## config.mk

```make
export PLATFORM = sky130hd
export DESIGN_NAME = mem_pattern_tester
export DESIGN_NICKNAME = d
export VERILOG_FILES = /design/src/rtl/mtg_pkg.sv /design/src/rtl/mtg_pattern.sv /design/src/rtl/mtg_fifo.sv /design/src/rtl/mtg_seq.sv /design/src/rtl/mtg_check.sv /design/src/rtl/mem_pattern_tester.sv
export SDC_FILE = /design/constraint.sdc
export NUM_CORES = 1
export LEC_CHECK = 0
export BUFFER_PORTS_ARGS = -buffer_cell sky130_fd_sc_hd__buf_4
export CELL_PAD_IN_SITES_DETAIL_PLACEMENT = 2
export CELL_PAD_IN_SITES_GLOBAL_PLACEMENT = 2
export CORE_AREA = 5 5 97 99
export CTS_BUF_LIST = sky130_fd_sc_hd__clkbuf_2
export DETAILED_ROUTE_END_ITERATION = 6
export DIE_AREA = 0 0 102 104
export HOLD_SLACK_MARGIN = 0.12
export PLACE_DENSITY_LB_ADDON = 0.1
export SYNTH_ARGS = -nofsm -noshare
export SYNTH_HDL_FRONTEND = slang
export SYNTH_HIERARCHICAL = 1
export SYNTH_SLANG_ARGS = --single-unit
```

## constraint.sdc

```tcl
create_clock -name clk -period 6.2 [get_ports clk]
set_input_delay 0.93 -clock clk [delete_from_list [all_inputs] [get_ports clk]]
set_output_delay 0.93 -clock clk [all_outputs]
set_load 0.02 [all_outputs]
```

## src/rtl/mtg_pkg.sv

```systemverilog
package mtg_pkg;

    typedef enum logic [1:0] {
        PH_WRITE = 2'd0,
        PH_READ  = 2'd1,
        PH_DRAIN = 2'd2,
        PH_DONE  = 2'd3
    } phase_e;

    typedef struct packed {
        logic fire;
        logic last;
    } step_t;

    localparam logic [7:0] SEED_BASE = 8'h5A;
    localparam logic [7:0] SEED_STEP = 8'h3B;
    localparam logic [7:0] LANE_STEP = 8'h11;

    // One byte of the test pattern: address, bank seed and lane offset mixed.
    function automatic logic [7:0] lane_byte(input logic [7:0] a8,
                                             input logic [7:0] b8,
                                             input logic [7:0] l8);
        logic [7:0] seed;
        logic [7:0] loff;
        seed = SEED_BASE + SEED_STEP * b8;
        loff = LANE_STEP * l8;
        return a8 ^ seed ^ loff;
    endfunction

endpackage

```

## src/rtl/mtg_pattern.sv

```systemverilog
module mtg_pattern #(
    parameter int BANK_W = 2,
    parameter int ADDR_W = 4,
    parameter int DATA_W = 32
) (
    input  logic [BANK_W-1:0] bank,
    input  logic [ADDR_W-1:0] addr,
    output logic [DATA_W-1:0] word
);
    localparam int LANES = DATA_W / 8;

    logic [7:0] a8;
    logic [7:0] b8;

    assign a8 = 8'(addr);
    assign b8 = 8'(bank);

    for (genvar i = 0; i < LANES; i++) begin : g_lane
        assign word[8*i +: 8] = mtg_pkg::lane_byte(a8, b8, 8'(i));
    end
endmodule

```

## src/rtl/mtg_fifo.sv

```systemverilog
module mtg_fifo #(
    parameter int W     = 6,
    parameter int DEPTH = 4
) (
    input  logic         clk,
    input  logic         rst,
    input  logic         push,
    input  logic [W-1:0] din,
    input  logic         pop,
    output logic [W-1:0] dout,
    output logic         empty,
    output logic         full
);
    localparam int PTR_W = (DEPTH > 1) ? $clog2(DEPTH) : 1;
    localparam int CNT_W = $clog2(DEPTH + 1);
    localparam logic [PTR_W-1:0] LAST = PTR_W'(DEPTH - 1);

    logic [W-1:0]     mem [DEPTH];
    logic [PTR_W-1:0] wr_q, rd_q;
    logic [CNT_W-1:0] cnt_q;
    logic             do_push, do_pop;

    assign empty   = (cnt_q == '0);
    assign full    = (cnt_q == CNT_W'(DEPTH));
    assign do_push = push && !full;
    assign do_pop  = pop && !empty;
    assign dout    = mem[rd_q];

    always_ff @(posedge clk) begin
        if (do_push) mem[wr_q] <= din;
    end

    always_ff @(posedge clk) begin
        if (rst) begin
            wr_q  <= '0;
            rd_q  <= '0;
            cnt_q <= '0;
        end else begin
            if (do_push) wr_q <= (wr_q == LAST) ? '0 : wr_q + 1'b1;
            if (do_pop)  rd_q <= (rd_q == LAST) ? '0 : rd_q + 1'b1;
            case ({do_push, do_pop})
                2'b10:   cnt_q <= cnt_q + 1'b1;
                2'b01:   cnt_q <= cnt_q - 1'b1;
                default: cnt_q <= cnt_q;
            endcase
        end
    end

    // a read must never be queued into a full tag store
    assert_no_overflow_R6: assert property (@(posedge clk) disable iff (rst)
        push |-> !full);
endmodule

```

## src/rtl/mtg_seq.sv

```systemverilog
module mtg_seq #(
    parameter int NUM_BANKS = 4,
    parameter int BANK_W    = 2,
    parameter int ADDR_W    = 4,
    parameter bit LOOP      = 1'b0
) (
    input  logic              clk,
    input  logic              rst,
    input  logic              cmd_ready,
    input  logic              fifo_full,
    input  logic              fifo_empty,
    output logic              cmd_valid,
    output logic              cmd_write,
    output logic [BANK_W-1:0] cmd_bank,
    output logic [ADDR_W-1:0] cmd_addr,
    output logic              issue_read,
    output logic              test_done
);
    import mtg_pkg::*;

    localparam logic [BANK_W-1:0] BANK_LAST = BANK_W'(NUM_BANKS - 1);

    phase_e            ph_q;
    logic [BANK_W-1:0] bank_q;
    logic [ADDR_W-1:0] addr_q;
    step_t             st;

    always_comb begin
        cmd_valid = (ph_q == PH_WRITE) || ((ph_q == PH_READ) && !fifo_full);
        st.fire   = cmd_valid && cmd_ready;
        st.last   = (bank_q == BANK_LAST) && (&addr_q);
    end

    assign cmd_write  = (ph_q == PH_WRITE);
    assign cmd_bank   = bank_q;
    assign cmd_addr   = addr_q;
    assign issue_read = st.fire && (ph_q == PH_READ);
    assign test_done  = (ph_q == PH_DONE);

    always_ff @(posedge clk) begin
        if (rst) begin
            ph_q   <= PH_WRITE;
            bank_q <= '0;
            addr_q <= '0;
        end else begin
            case (ph_q)
                PH_WRITE, PH_READ: begin
                    if (st.fire) begin
                        if (st.last) begin
                            bank_q <= '0;
                            addr_q <= '0;
                            ph_q   <= (ph_q == PH_WRITE) ? PH_READ : PH_DRAIN;
                        end else if (&addr_q) begin
                            addr_q <= '0;
                            bank_q <= bank_q + 1'b1;
                        end else begin
                            addr_q <= addr_q + 1'b1;
                        end
                    end
                end
                PH_DRAIN: if (fifo_empty) ph_q <= PH_DONE;
                default:  if (LOOP) ph_q <= PH_WRITE;
            endcase
        end
    end

    // a stalled command keeps its fields
    assert_stall_hold_R5: assert property (@(posedge clk) disable iff (rst)
        (cmd_valid && !cmd_ready) |=> (cmd_valid && $stable(cmd_write)
                                       && $stable(cmd_bank) && $stable(cmd_addr)));

    if (LOOP) begin : g_loop_chk
        // the done indication lasts one cycle when looping
        assert_done_pulse_R11: assert property (@(posedge clk) disable iff (rst)
            test_done |=> (!test_done && cmd_valid && cmd_write));
    end else begin : g_stop_chk
        // a stopped test stays done and quiet
        assert_done_hold_R11: assert property (@(posedge clk) disable iff (rst)
            test_done |=> (test_done && !cmd_valid));
    end
endmodule

```

## src/rtl/mtg_check.sv

```systemverilog
module mtg_check #(
    parameter int DATA_W = 32
) (
    input  logic              clk,
    input  logic              rst,
    input  logic              rd_valid,
    input  logic [DATA_W-1:0] rd_data,
    input  logic [DATA_W-1:0] exp_word,
    input  logic              have_tag,
    output logic              pop,
    output logic [DATA_W/8-1:0] lane_pass,
    output logic              all_pass
);
    localparam int LANES = DATA_W / 8;

    logic [LANES-1:0] miss;

    assign pop = rd_valid && have_tag;

    for (genvar i = 0; i < LANES; i++) begin : g_cmp
        assign miss[i] = pop && (rd_data[8*i +: 8] != exp_word[8*i +: 8]);
    end

    always_ff @(posedge clk) begin
        if (rst) begin
            lane_pass <= '1;
            all_pass  <= 1'b1;
        end else begin
            lane_pass <= ~miss;
            all_pass  <= all_pass && !(|miss);
        end
    end

    // once failed, the sticky flag never recovers
    assert_sticky_R9: assert property (@(posedge clk) disable iff (rst)
        !all_pass |=> !all_pass);

    // no returned data means no failing lane
    assert_idle_high_R8: assert property (@(posedge clk) disable iff (rst)
        !rd_valid |=> (&lane_pass));

    // any failing lane implies the sticky flag is down
    assert_lane_implies_sticky_R9: assert property (@(posedge clk) disable iff (rst)
        !(&lane_pass) |-> !all_pass);
endmodule

```

## src/rtl/mem_pattern_tester.sv

```systemverilog
module mem_pattern_tester #(
    parameter int NUM_BANKS  = 4,
    parameter int ADDR_W     = 4,
    parameter int DATA_W     = 32,
    parameter int FIFO_DEPTH = 4,
    parameter bit LOOP       = 1'b0,
    localparam int BANK_W    = (NUM_BANKS > 1) ? $clog2(NUM_BANKS) : 1,
    localparam int LANES     = DATA_W / 8
) (
    input  logic              clk,
    input  logic              rst,
    output logic              cmd_valid,
    output logic              cmd_write,
    output logic [BANK_W-1:0] cmd_bank,
    output logic [ADDR_W-1:0] cmd_addr,
    output logic [DATA_W-1:0] cmd_wdata,
    output logic [LANES-1:0]  cmd_be,
    input  logic              cmd_ready,
    input  logic              rd_valid,
    input  logic [DATA_W-1:0] rd_data,
    output logic [LANES-1:0]  lane_pass,
    output logic              all_pass,
    output logic              test_done
);
    localparam int TAG_W = BANK_W + ADDR_W;

    logic              fifo_full, fifo_empty, issue_read, pop;
    logic [TAG_W-1:0]  head_tag;
    logic [DATA_W-1:0] exp_word;

    mtg_seq #(
        .NUM_BANKS(NUM_BANKS), .BANK_W(BANK_W), .ADDR_W(ADDR_W), .LOOP(LOOP)
    ) u_seq (
        .clk(clk), .rst(rst), .cmd_ready(cmd_ready),
        .fifo_full(fifo_full), .fifo_empty(fifo_empty),
        .cmd_valid(cmd_valid), .cmd_write(cmd_write),
        .cmd_bank(cmd_bank), .cmd_addr(cmd_addr),
        .issue_read(issue_read), .test_done(test_done)
    );

    mtg_pattern #(.BANK_W(BANK_W), .ADDR_W(ADDR_W), .DATA_W(DATA_W)) u_wr_pat (
        .bank(cmd_bank), .addr(cmd_addr), .word(cmd_wdata)
    );

    assign cmd_be = cmd_write ? '1 : '0;

    mtg_fifo #(.W(TAG_W), .DEPTH(FIFO_DEPTH)) u_tags (
        .clk(clk), .rst(rst), .push(issue_read), .din({cmd_bank, cmd_addr}),
        .pop(pop), .dout(head_tag), .empty(fifo_empty), .full(fifo_full)
    );

    mtg_pattern #(.BANK_W(BANK_W), .ADDR_W(ADDR_W), .DATA_W(DATA_W)) u_rd_pat (
        .bank(head_tag[TAG_W-1 -: BANK_W]), .addr(head_tag[ADDR_W-1:0]),
        .word(exp_word)
    );

    mtg_check #(.DATA_W(DATA_W)) u_chk (
        .clk(clk), .rst(rst), .rd_valid(rd_valid), .rd_data(rd_data),
        .exp_word(exp_word), .have_tag(!fifo_empty), .pop(pop),
        .lane_pass(lane_pass), .all_pass(all_pass)
    );

    // the tester leaves reset in its write pass with clean results
    assert_reset_state_R1: assert property (@(posedge clk)
        $fell(rst) |-> (all_pass && (&lane_pass) && !test_done && cmd_write));
endmodule

```

Word-level counts from Yosys, hierarchy flattened:

Memory sizes are Yosys's and may differ from the RTL's. A register that Yosys moved wholly into a read port is not among the register bits.
Index checks and enable logic that the tools add are counted.

* flip-flop bits (word level): 20
* RAM bits: 24
* input port bits: 36
* output and inout bits: 50
* logic and storage cells: 88
* memories: 1

* add/subtract/negate cells: 8
* multipliers: 2
* equality and inequality tests: 16
* multiplexer cells: 17
* bitwise operators: 9
* reduce and logical (&&, ||, !) cells: 27

Memory list
* u_tags.mem: depth 4, width 6, rd ports 1, clocked after Yosys merged registers in 1, write ports 1, line mtg_fifo.sv:18 `logic [W-1:0] mem [DEPTH];`

Operators by type and width (number)
* $ne A8 B8 Y1: 4
* $mux W2: 10
* $add A7 B8 Y8 const A: 2
* $mul A6 B2 Y8 const A: 2
* $xor A4 B8 Y8: 2
* $eq A2 B2 Y1 const B: 6
* $logic_and A1 B1 Y1: 12
* $mux W4: 3
* $not A4 Y4: 3
* $not A2 Y2: 4
* $reduce_and A4 Y1: 2
* $add A2 B1 Y2 const B: 3
* $ne A2 B1 Y1 const B: 3
* $pmux W3 S2: 1
* $reduce_bool A2 Y1: 3
* $add A4 B1 Y4 const B: 1
* $eq A2 B1 Y1 const B: 2
* $pmux W2 S2: 1
* $reduce_or A4 Y1: 1
* $add A3 B1 Y3 const B: 1
* $eq A3 B3 Y1 const B: 1
* $logic_not A1 Y1: 3
* $logic_not A3 Y1: 1
* $reduce_and A3 Y1: 1
* other kinds (6): 7

Logic depth before layout (Yosys ltp):

Gate-level depths: netlist (run 1).

* depth in word-level cells: 9
* depth in mapped cells: 12
* mapped depth without buffers: 12

Cells and area by module:

The synthesis (run 1) kept the hierarchy.

By module, submodules not included
* mtg_fifo: instances 1, cells each 83, area an instance 1370.1 µm², sequential area each 900.9 µm²
* mtg_pattern: instances 2, cells each 37, area an instance 300.3 µm², sequential area each 0.0 µm²
* mtg_check: instances 1, cells each 57, area an instance 498.0 µm², sequential area each 100.1 µm²
* mtg_seq: instances 1, cells each 48, area an instance 415.4 µm², sequential area each 160.2 µm²
* mem_pattern_tester: instances 1, cells each 5, area an instance 33.8 µm², sequential area each 0.0 µm²

Worst setup path after synthesis (run 1):

No wires, ideal clock.

* kind: register -> output
* start point: register u_seq.bank_q[0], in the netlist u_seq/cmd_bank[0]
* end point: output port cmd_wdata[11]
* arrival time: 2.050 ns
* data required time: 5.270 ns
* setup slack: 3.220 ns
* cell stages (with the launch flop): 5
* buffers on the path: 1
* cells stage by stage: dfxtp_1 -> inv_1 -> ha_1 -> xnor2_1 -> buf_4

* word-level cells in the longest chain between the ends: 3

Ends and longest elaborated chain
* from (decl): line mtg_seq.sv:24 `logic [BANK_W-1:0] bank_q;`
* from (signal assigned): line mtg_seq.sv:55 `bank_q <= bank_q + 1'b1;`
* $mul A6 B2 Y8
* $add A7 B8 Y8
* $xor A4 B8 Y8
* to (decl): line mem_pattern_tester.sv:16 `output logic [DATA_W-1:0] cmd_wdata,`

No other way between the ends.

==> impl_metrics.ini, run 1 <==
[detailed_routing]
first_pass_iters = 3
wirelength_um = 7140
viasPerCell = 4.62
post_drt_wl_per_cell_um = 17.0
first_iter_violations = 60
ant_nets = 0
dr_total_vias = 1946
drc = 0

[timing]
skew_ps = 6.72
slew_viol_final = 0
fin_setup_tns_ps = 0
final.min_clock_period_ps = 3300
hold_viol = 0
worst_pin_slew_ps = 601
relSlewSlack_pct = 59.9
hold_slack_ps = 518
finalSetupViolCount = 0
grt_setup_unrepaired = false
min_period_over_period_pct = 53.2
max_clock_freq_mhz = 303

[synthesis]
syn-num-nets = 322
ys.flop_type = edfxtp_1
synth-compound-area-share_pct = 4.76
synth.cell_area_um2 = 2920
synth_edf_count = 24
yosys.area_share.simple_pct = 11.4
ys_ff_latch = 46
synth_seq_area_share_pct = 39.8
async_reset_ff_share_pct = 0
muxShareOfSynthArea_pct = 6.60
yosys_warnings = 6
synth_top_family_by_area = XOR/XNOR gates
yosysUniqueCellTypes = 42
synthAdderAreaFrac_pct = 8.40
synthXorXnorAreaFrac_pct = 15.0
postSynthCellCount = 267
avgSynthCellArea_um2 = 10.9

[global_routing]
antenna_found_initial = 0
grt_pass1_wl_um = 11500
overflow = 0
track_usage_pct = 13.8
grt_pass1_vias = 2171
grt_max_degree = 25

[critical_path]
required_ps = 6600
cp_max_fo = 7
critPathLaunchType = flip-flop
path_class = reg -> reg
crit_path_end_kind = flip-flop
worstPathArrival_ps = 3690

[clock_tree]
cts_sinks = 46
clock_latency_ps = 420
cts-root-buf = clkbuf_2
tritoncts = done
hold_buffers = 0
cts_buffers = 5
cts_resized = 0
cts_htree_levels = 2
cts_setup_buffers = 0
path_clk_slew_ps = 250
cts.path.max_buffers = 2

[finish]
drive_gt1_share_pct = 35.8
nNetsFinal = 367
synthToLayoutAreaGrowth_pct = 16.3
fill_cells = 939
antenna_cells = 0
fin_util_pct = 40.1
multiInputGateArea_um2 = 1350
regArea_um2 = 1160

[die]
core-area_um2 = 8470
die_h_um = 104
io_pins = 86
initial_core_util_pct = 34.5
fp.dieArea_um2 = 10600
die_w_um = 102
placementRows = 34

[pwr]
p_total_uw = 508
p_per_area_nw_per_um2 = 150
power_leakage_nw = 1.43
ir_drop_mv = 0.0777

[place]
gp_congestion = 0.747
io_buffers = 85
dp_hpwl_um = 5830

[min_path]
min_from = u_chk/all_pass
hp-class = reg -> reg

[run]
cap_violations = 0

[status]
status = complete, no violations
-- layer usage --
| metal | wire, um | GRT usage, % | vias up |
|---|---|---|---|
| met5 | 0 | 0 | - |
| met4 | 59 | 3.37 | 0 |
| met2 | 3850 | 25.9 | 42 |
| li1 | - | - | 956 |
| met3 | 378 | 2.48 | 4 |
| met1 | 2860 | 15.6 | 944 |
-- report_power, final --
| group | internal, mW | total [mW] | switching [mW] |
|---|---|---|---|
| clock | 0.0289 | 0.133 | 0.105 |
| combinational | 0.0274 | 0.0517 | 0.0243 |
| sequential | 0.320 | 0.323 | 0.00305 |
-- cell type report --
| class | instances | area share [%] |
|---|---|---|
| clock inverters | 3 | 0.701 |
| clock buffers | 5 | 0.737 |
| inverters | 17 | 1.88 |
| multi-input cells | 157 | 39.7 |
| flip-flops and latches | 46 | 34.2 |
| well taps | 108 | 3.98 |
| repair buffers | 85 | 18.8 |
-- cells in the final DEF (no fill, tap or decap), types with 2 or more instances in the layout --
master / synthesis / final
or4_1: 2 / 2
nor4_1: 10 / 10
clkbuf_2: 0 / 5
a21oi_1: 10 / 10
dfxtp_1: 22 / 22
or3_1: 2 / 2
nor2b_1: 2 / 2
nand2_1: 4 / 4
or2_2: 2 / 2
inv_1: 17 / 17
ha_1: 18 / 18
o21ai_0: 4 / 4
xnor2_1: 8 / 8
mux4_2: 6 / 6
nand2b_1: 5 / 5
nand3_1: 5 / 5
nand4_1: 2 / 2
and2_1: 4 / 4
nor2_1: 7 / 7
clkinvlp_4: 0 / 2
edfxtp_1: 24 / 24
buf_4: 45 / 85
mux2_2: 2 / 2
nor3_1: 4 / 4
mux2i_1: 2 / 2
xor2_1: 42 / 42
-- per-stage QoR --
stage | setup WS [ps] | instances | area [um^2]
3_5_place_dp | 2870 | 413 | 3340
3_3_place_gp | 3000 | 413 | 3340
2_1_floorplan | 3220 | 267 | 2920
6_report | 2900 | 421 | 3390
4_1_cts | 2820 | 421 | 3390
5_1_grt | 2580 | 421 | 3390
-- cell families after synthesis --
group	after synthesis
AO/OA/AOI/OAI	22
XOR/XNOR	50
adder cells (fa/ha/maj)	19
buffers and inverters	64
flip-flops	46
multiplexers	11
AND/OR/NAND/NOR	55
-- sequential cells by signal (all words and copies together), names as in the netlist, named ones only --
name / count
u_tags/mem: 24
u_chk/lane_pass: 4
u_seq/cmd_addr: 4
u_tags/cnt_q: 3
u_seq/cmd_bank: 2
u_seq/ph_q: 2
u_tags/rd_q: 2
u_tags/wr_q: 2
u_chk/all_pass: 1
-- worst max-delay path, stage by stage (launching register included) --
cell     delay (ps)
dfxtp_1         640
mux4_2          660
inv_1           120
ha_1            380
xnor2_1         500
xor2_1          130
nor4_1          270
a21oi_1         140
nor4_1          280
a21o_1          140
-- synth_stat cells, types with 5 or more instances --
| library cell | count | area [um^2] |
|---|---|---|
| buf_4 | 45 | 338 |
| xor2_1 | 42 | 368 |
| edfxtp_1 | 24 | 721 |
| dfxtp_1 | 22 | 440 |
| ha_1 | 18 | 225 |
| inv_1 | 17 | 63.8 |
| a21oi_1 | 10 | 50.1 |
| nor4_1 | 10 | 62.6 |
| xnor2_1 | 8 | 70.1 |
| nor2_1 | 7 | 26.3 |
| mux4_2 | 6 | 135 |
| nand2b_1 | 5 | 31.3 |
| nand3_1 | 5 | 25.0 |
-- worst paths after layout --
path                                        to  slack (ps)  cells after the start
worst max-delay path            u_chk/all_pass        2900                      9
worst min-delay path            u_chk/all_pass         520                      1
worst max register to register  u_chk/all_pass        2900                      9
worst min register to register  u_chk/all_pass         520                      1
(Power assumes the default switching activity.)
==> run 2, diff against run 1 <==
--- a/config.mk
+++ b/config.mk
@@ -5,13 +5,14 @@
 export SDC_FILE = /design/constraint.sdc
 export NUM_CORES = 1
 export LEC_CHECK = 0
+export ABC_AREA = 1
 export BUFFER_PORTS_ARGS = -buffer_cell sky130_fd_sc_hd__buf_4
 export CELL_PAD_IN_SITES_DETAIL_PLACEMENT = 2
 export CELL_PAD_IN_SITES_GLOBAL_PLACEMENT = 2
-export CORE_AREA = 5 5 97 99
+export CORE_AREA = 5 5 109 111
 export CTS_BUF_LIST = sky130_fd_sc_hd__clkbuf_2
 export DETAILED_ROUTE_END_ITERATION = 6
-export DIE_AREA = 0 0 102 104
+export DIE_AREA = 0 0 114 116
 export HOLD_SLACK_MARGIN = 0.12
 export PLACE_DENSITY_LB_ADDON = 0.1
 export SYNTH_ARGS = -nofsm -noshare
==> constraint.sdc (replaced) <==
create_clock -name clk -period 3.4 [get_ports clk]
set_input_delay 0.51 -clock clk [delete_from_list [all_inputs] [get_ports clk]]
set_output_delay 0.51 -clock clk [all_outputs]
set_load 0.02 [all_outputs]
==> impl_metrics.ini, run 2 <==
[timing]
fin_setup_tns_ps = 0
worst_pin_slew_ps = 577
min_period_over_period_pct = 86.0
finalSetupViolCount = 0
max_clock_freq_mhz = 342
slew_viol_final = 0
skew_ps = 22.0
hold_viol = 0
relSlewSlack_pct = 61.4
fin_ws_ps = 476
grt_setup_unrepaired = false
final.min_clock_period_ps = 2920

[place]
gp_congestion = 0.796
io_buffers = 85
dp_cells = 600
postPlaceCellArea_um2 = 3710
preCtsSetupSlack_ps = 445
dp_hpwl_um = 7420

[critical_path]
crit_family = compound AO/OA/AOI/OAI gates
critPathLaunchType = flip-flop
crit_path_cell_trace = o21ai_0, o22ai_1, inv_2, ha_1, inv_2, nand2_1, nand2_1, xnor2_1, nand2_1, nor2_1, nand2_1, nand2_1, nand3_1, o21bai_2
crit_path_top_delay_cell = dfxtp_1
cp_max_fo = 13
required_ps = 3780
worstPathArrival_ps = 3310
cp_slowest_stage_delay_ps = 600
path_buf_inv = 2
crit_path_end_kind = flip-flop
path_common_cell = nand2_1
path_class = reg -> reg

[finish]
final_common_cell = nand2_1
drive_gt1_share_pct = 25.9
stdcell_area_um2 = 3780
final_cells = 608
antenna_cells = 0
synthToLayoutAreaGrowth_pct = 16.5
largest_reg_flops = 24
final_cell_mix = nand2_1 (114), buf_4 (85), inv_1 (55)
nNetsFinal = 522
regMostFlops = u_tags/mem

[synthesis]
avgSynthCellArea_um2 = 7.70
syn-num-nets = 476
yosys_warnings = 6
synth.cell_area_um2 = 3240
synth_most_common_cell = nand2_1
yosysTopAreaCell = edfxtp_1
synth_top_area_share_pct = 22.2
synth_edf_count = 24
postSynthCellCount = 421
ys_ff_latch = 46
ys.flop_type = edfxtp_1
yosysUniqueCellTypes = 30
synth_seq_area_share_pct = 35.8
synth_area_leaders = edfxtp_1 (22%), dfxtp_1 (14%), nand2_1 (13%), buf_4 (10%), ha_1 (6.9%)
async_reset_ff_share_pct = 0
synthTopCellsByCount = nand2_1 (114), inv_1 (55), buf_4 (45), nor2_1 (38)

[die]
die_h_um = 116
core-area_um2 = 10700
placementRows = 38
fp.dieArea_um2 = 13200
initial_core_util_pct = 30.3
die_w_um = 114
io_pins = 86

[detailed_routing]
first_pass_iters = 4
post_drt_wl_per_cell_um = 14.5
dr_total_vias = 2671
drc = 0
first_iter_violations = 64
wirelength_um = 8820
ant_nets = 0
viasPerCell = 4.39

[clock_tree]
cts_sinks = 46
cts_setup_buffers = 0
cts_buffers = 5
hold_buffers = 0
path_clk_slew_ps = 240
cts-root-buf = clkbuf_2
cts_htree_levels = 2
cts.path.max_buffers = 2
tritoncts = done
cts_resized = 0
clock_latency_ps = 430

[global_routing]
grt_pass1_wl_um = 14600
antenna_found_initial = 0
grt_pass1_vias = 3042
overflow = 0
track_usage_pct = 13.7
grt_max_degree = 15

[status]
status = complete, no violations

[pwr]
ir_drop_mv = 0.160
power_leakage_nw = 1.76
p_per_area_nw_per_um2 = 269

[run]
cap_violations = 0

[min_path]
hp-class = in -> reg
## run 2: routing by layer
| metal | global-route usage [%] | up-vias | wire, um |
|---|---|---|---|
| met2 | 26.8 | 56 | 4770 |
| met3 | 2.51 | 5 | 381 |
| li1 | - | 1343 | - |
| met1 | 15.5 | 1267 | 3610 |
| met5 | 0 | - | 0 |
| met4 | 2.61 | 0 | 65 |
## run 2: path summary, 6_finish.rpt
kind,depth (start not counted),start,slack (ps),to
max,14,flip-flop,480,u_chk/all_pass
min,2,rst,280,u_seq/ph_q[1]
max reg2reg,14,flip-flop,480,u_chk/all_pass
min reg2reg,2,u_chk/all_pass,550,u_chk/all_pass
## run 2: through the flow
| stage | hold slack, ps | utilization, % | power [mW] |
|---|---|---|---|
| finish | 285 | 35.3 | 1.02 |
| global route | 227 | 35.3 | 1.07 |
| CTS | 225 | 35.3 | 1.04 |
| detailed placement | 526 | 34.7 | 0.729 |
| global placement | 490 | 34.7 | 0.725 |
| floorplan | 475 | - | 0.664 |
## run 2: logic make-up after synthesis
kind of cell | count (synthesis) | synth area share [%]
flip-flops | 46 | 35.8
XOR/XNOR | 25 | 6.76
buffers and inverters | 112 | 19.0
AND/OR/NAND/NOR | 186 | 25.2
AO/OA/AOI/OAI | 33 | 5.64
adder cells (fa/ha/maj) | 19 | 7.57
## run 2: layout make-up
type | count | area (um^2)
clock buffers | 5 | 25.0
repair buffers | 85 | 638
fillers | 1300 | 6920
multi-input cells | 263 | 1460
flip-flops and latches | 46 | 1160
clock inverters | 3 | 40.0
well taps | 140 | 175
inverters | 66 | 274
## run 2: power by group
group          total (mW)  leakage, nW  switching [mW]  internal [mW]
Combinational       0.120         1.31          0.0586         0.0617
Sequential          0.594        0.412         0.00929          0.585
Clock               0.303       0.0427           0.181          0.122
Total                1.02         1.76           0.249          0.768
==> run 3, diff against run 2 <==
--- a/config.mk
+++ b/config.mk
@@ -9,10 +9,10 @@
 export BUFFER_PORTS_ARGS = -buffer_cell sky130_fd_sc_hd__buf_4
 export CELL_PAD_IN_SITES_DETAIL_PLACEMENT = 2
 export CELL_PAD_IN_SITES_GLOBAL_PLACEMENT = 2
-export CORE_AREA = 5 5 109 111
+export CORE_AREA = 5 5 104 116
 export CTS_BUF_LIST = sky130_fd_sc_hd__clkbuf_2
 export DETAILED_ROUTE_END_ITERATION = 6
-export DIE_AREA = 0 0 114 116
+export DIE_AREA = 0 0 109 121
 export HOLD_SLACK_MARGIN = 0.12
 export PLACE_DENSITY_LB_ADDON = 0.1
 export SYNTH_ARGS = -nofsm -noshare
==> impl_metrics.ini, run 3 (synthesized netlist as in run 2, its figures left out) <==
[detailed_routing]
post_drt_wl_per_cell_um = 13.8
first_pass_iters = 4
drc = 0
dr_total_vias = 2656
wirelength_um = 8460
first_iter_violations = 70
ant_nets = 0
viasPerCell = 4.32

[clock_tree]
cts.path.max_buffers = 2
cts_setup_buffers = 0
tritoncts = done
hold_buffers = 0
cts_htree_levels = 2
cts_sinks = 46
cts_resized = 0
cts-root-buf = clkbuf_2
path_clk_slew_ps = 270
clock_latency_ps = 420
cts_buffers = 5

[timing]
hold_viol = 0
worst_pin_slew_ps = 579
final.min_clock_period_ps = 2930
grt_setup_unrepaired = false
fin_setup_tns_ps = 0
min_period_over_period_pct = 86.3
fin_ws_ps = 467
finalSetupViolCount = 0
max_clock_freq_mhz = 341
slew_viol_final = 0
skew_ps = 44.2
relSlewSlack_pct = 61.2

[finish]
nNetsFinal = 522
drive_gt1_share_pct = 25.9
antenna_cells = 0
synthToLayoutAreaGrowth_pct = 16.3
regMostFlops = u_tags/mem
final_cell_mix = nand2_1 (114), buf_4 (85), inv_1 (55)
largest_reg_flops = 24
final_common_cell = nand2_1
fill_cells = 1277

[critical_path]
path_class = reg -> reg
critPathLaunchType = flip-flop
cp_slowest_stage_delay_ps = 610
cp_max_fo = 13
crit_path_top_delay_cell = dfxtp_1
crit_path_cell_trace = o21ai_0, o22ai_1, inv_2, ha_1, nand2_1, nand2_1, inv_1, nand2_1, nand4_1, nor2_1, nand2_1, nand2_1, nand2_1, o21bai_2
worstPathArrival_ps = 3320
required_ps = 3780
crit_path_end_kind = flip-flop
path_common_cell = nand2_1

[die]
die_w_um = 109
fp.dieArea_um2 = 13200
die_h_um = 121
core-area_um2 = 10800
initial_core_util_pct = 30.1
placementRows = 40
io_pins = 86

[run]
cap_violations = 0

[global_routing]
grt_max_degree = 17
grt_pass1_wl_um = 14100
track_usage_pct = 13.3
antenna_found_initial = 0
overflow = 0
grt_pass1_vias = 2960

[pwr]
p_per_area_nw_per_um2 = 253
ir_drop_mv = 0.125
power_leakage_nw = 1.75

[place]
dp_hpwl_um = 7240
io_buffers = 85
gp_congestion = 0.810
preCtsSetupSlack_ps = 430

[min_path]
hp-class = in -> reg

[status]
status = complete, no violations
## run 3: cell count changes in the layout (fill, tap and decap cells not counted), sizes merged
cell / delta
clkinv: -2
bufinv: -1
inv: +2
clkinvlp: +1
## run 3: where the power goes
group          internal [mW]  total, mW  switching [mW]
Combinational         0.0617      0.119          0.0576
Clock                 0.0539      0.239           0.185
Sequential             0.585      0.594         0.00903
## run 3: final cells by class
| type | instances | area (um^2) | area share [%] |
|---|---|---|---|
| repair buffers | 85 | 638 | 16.9 |
| flip-flops and latches | 46 | 1160 | 30.8 |
| inverters | 66 | 274 | 7.27 |
| clock buffers | 5 | 25.0 | 0.664 |
| well taps | 147 | 184 | 4.88 |
| clock inverters | 3 | 22.5 | 0.598 |
| multi-input cells | 263 | 1460 | 38.8 |
## run 3: critical path, delay by kind of cell, from the launching register on
family | cells | cell delay [ps]
AND/OR/NAND/NOR | 8 | 830
AO/OA/AOI/OAI | 3 | 730
flip-flops | 1 | 610
adder cells (fa/ha/maj) | 1 | 540
buffers and inverters | 2 | 190
## run 3: through the flow
stage	hold WS [ps]	util, %	std cells	cell area [um^2]	power, mW
after detailed placement	509	34.6	607	3720	0.727
final	272	35.0	615	3770	0.952
after global routing	211	35.0	615	3770	1.01
after floorplan	475	-	421	3240	0.664
after global placement	493	34.6	607	3720	0.725
after CTS	230	35.0	615	3770	0.975
## run 3: worst paths after layout
path	endpoint	depth (start not counted)	startpoint	slack [ps]
worst min-delay path	u_seq/ph_q[1]	2	rst	270
worst max register to register	u_chk/all_pass	14	flip-flop	470
worst min register to register	u_tags/rd_q[1]	2	u_tags/rd_q[1]	560
worst max-delay path	u_chk/all_pass	14	flip-flop	470
## run 3: layer usage
metal	GRT usage, %	part of all wire, %
met1	15.0	41
met2	25.5	54
met3	2.34	4.9
met4	2.60	0.74
met5	0	0
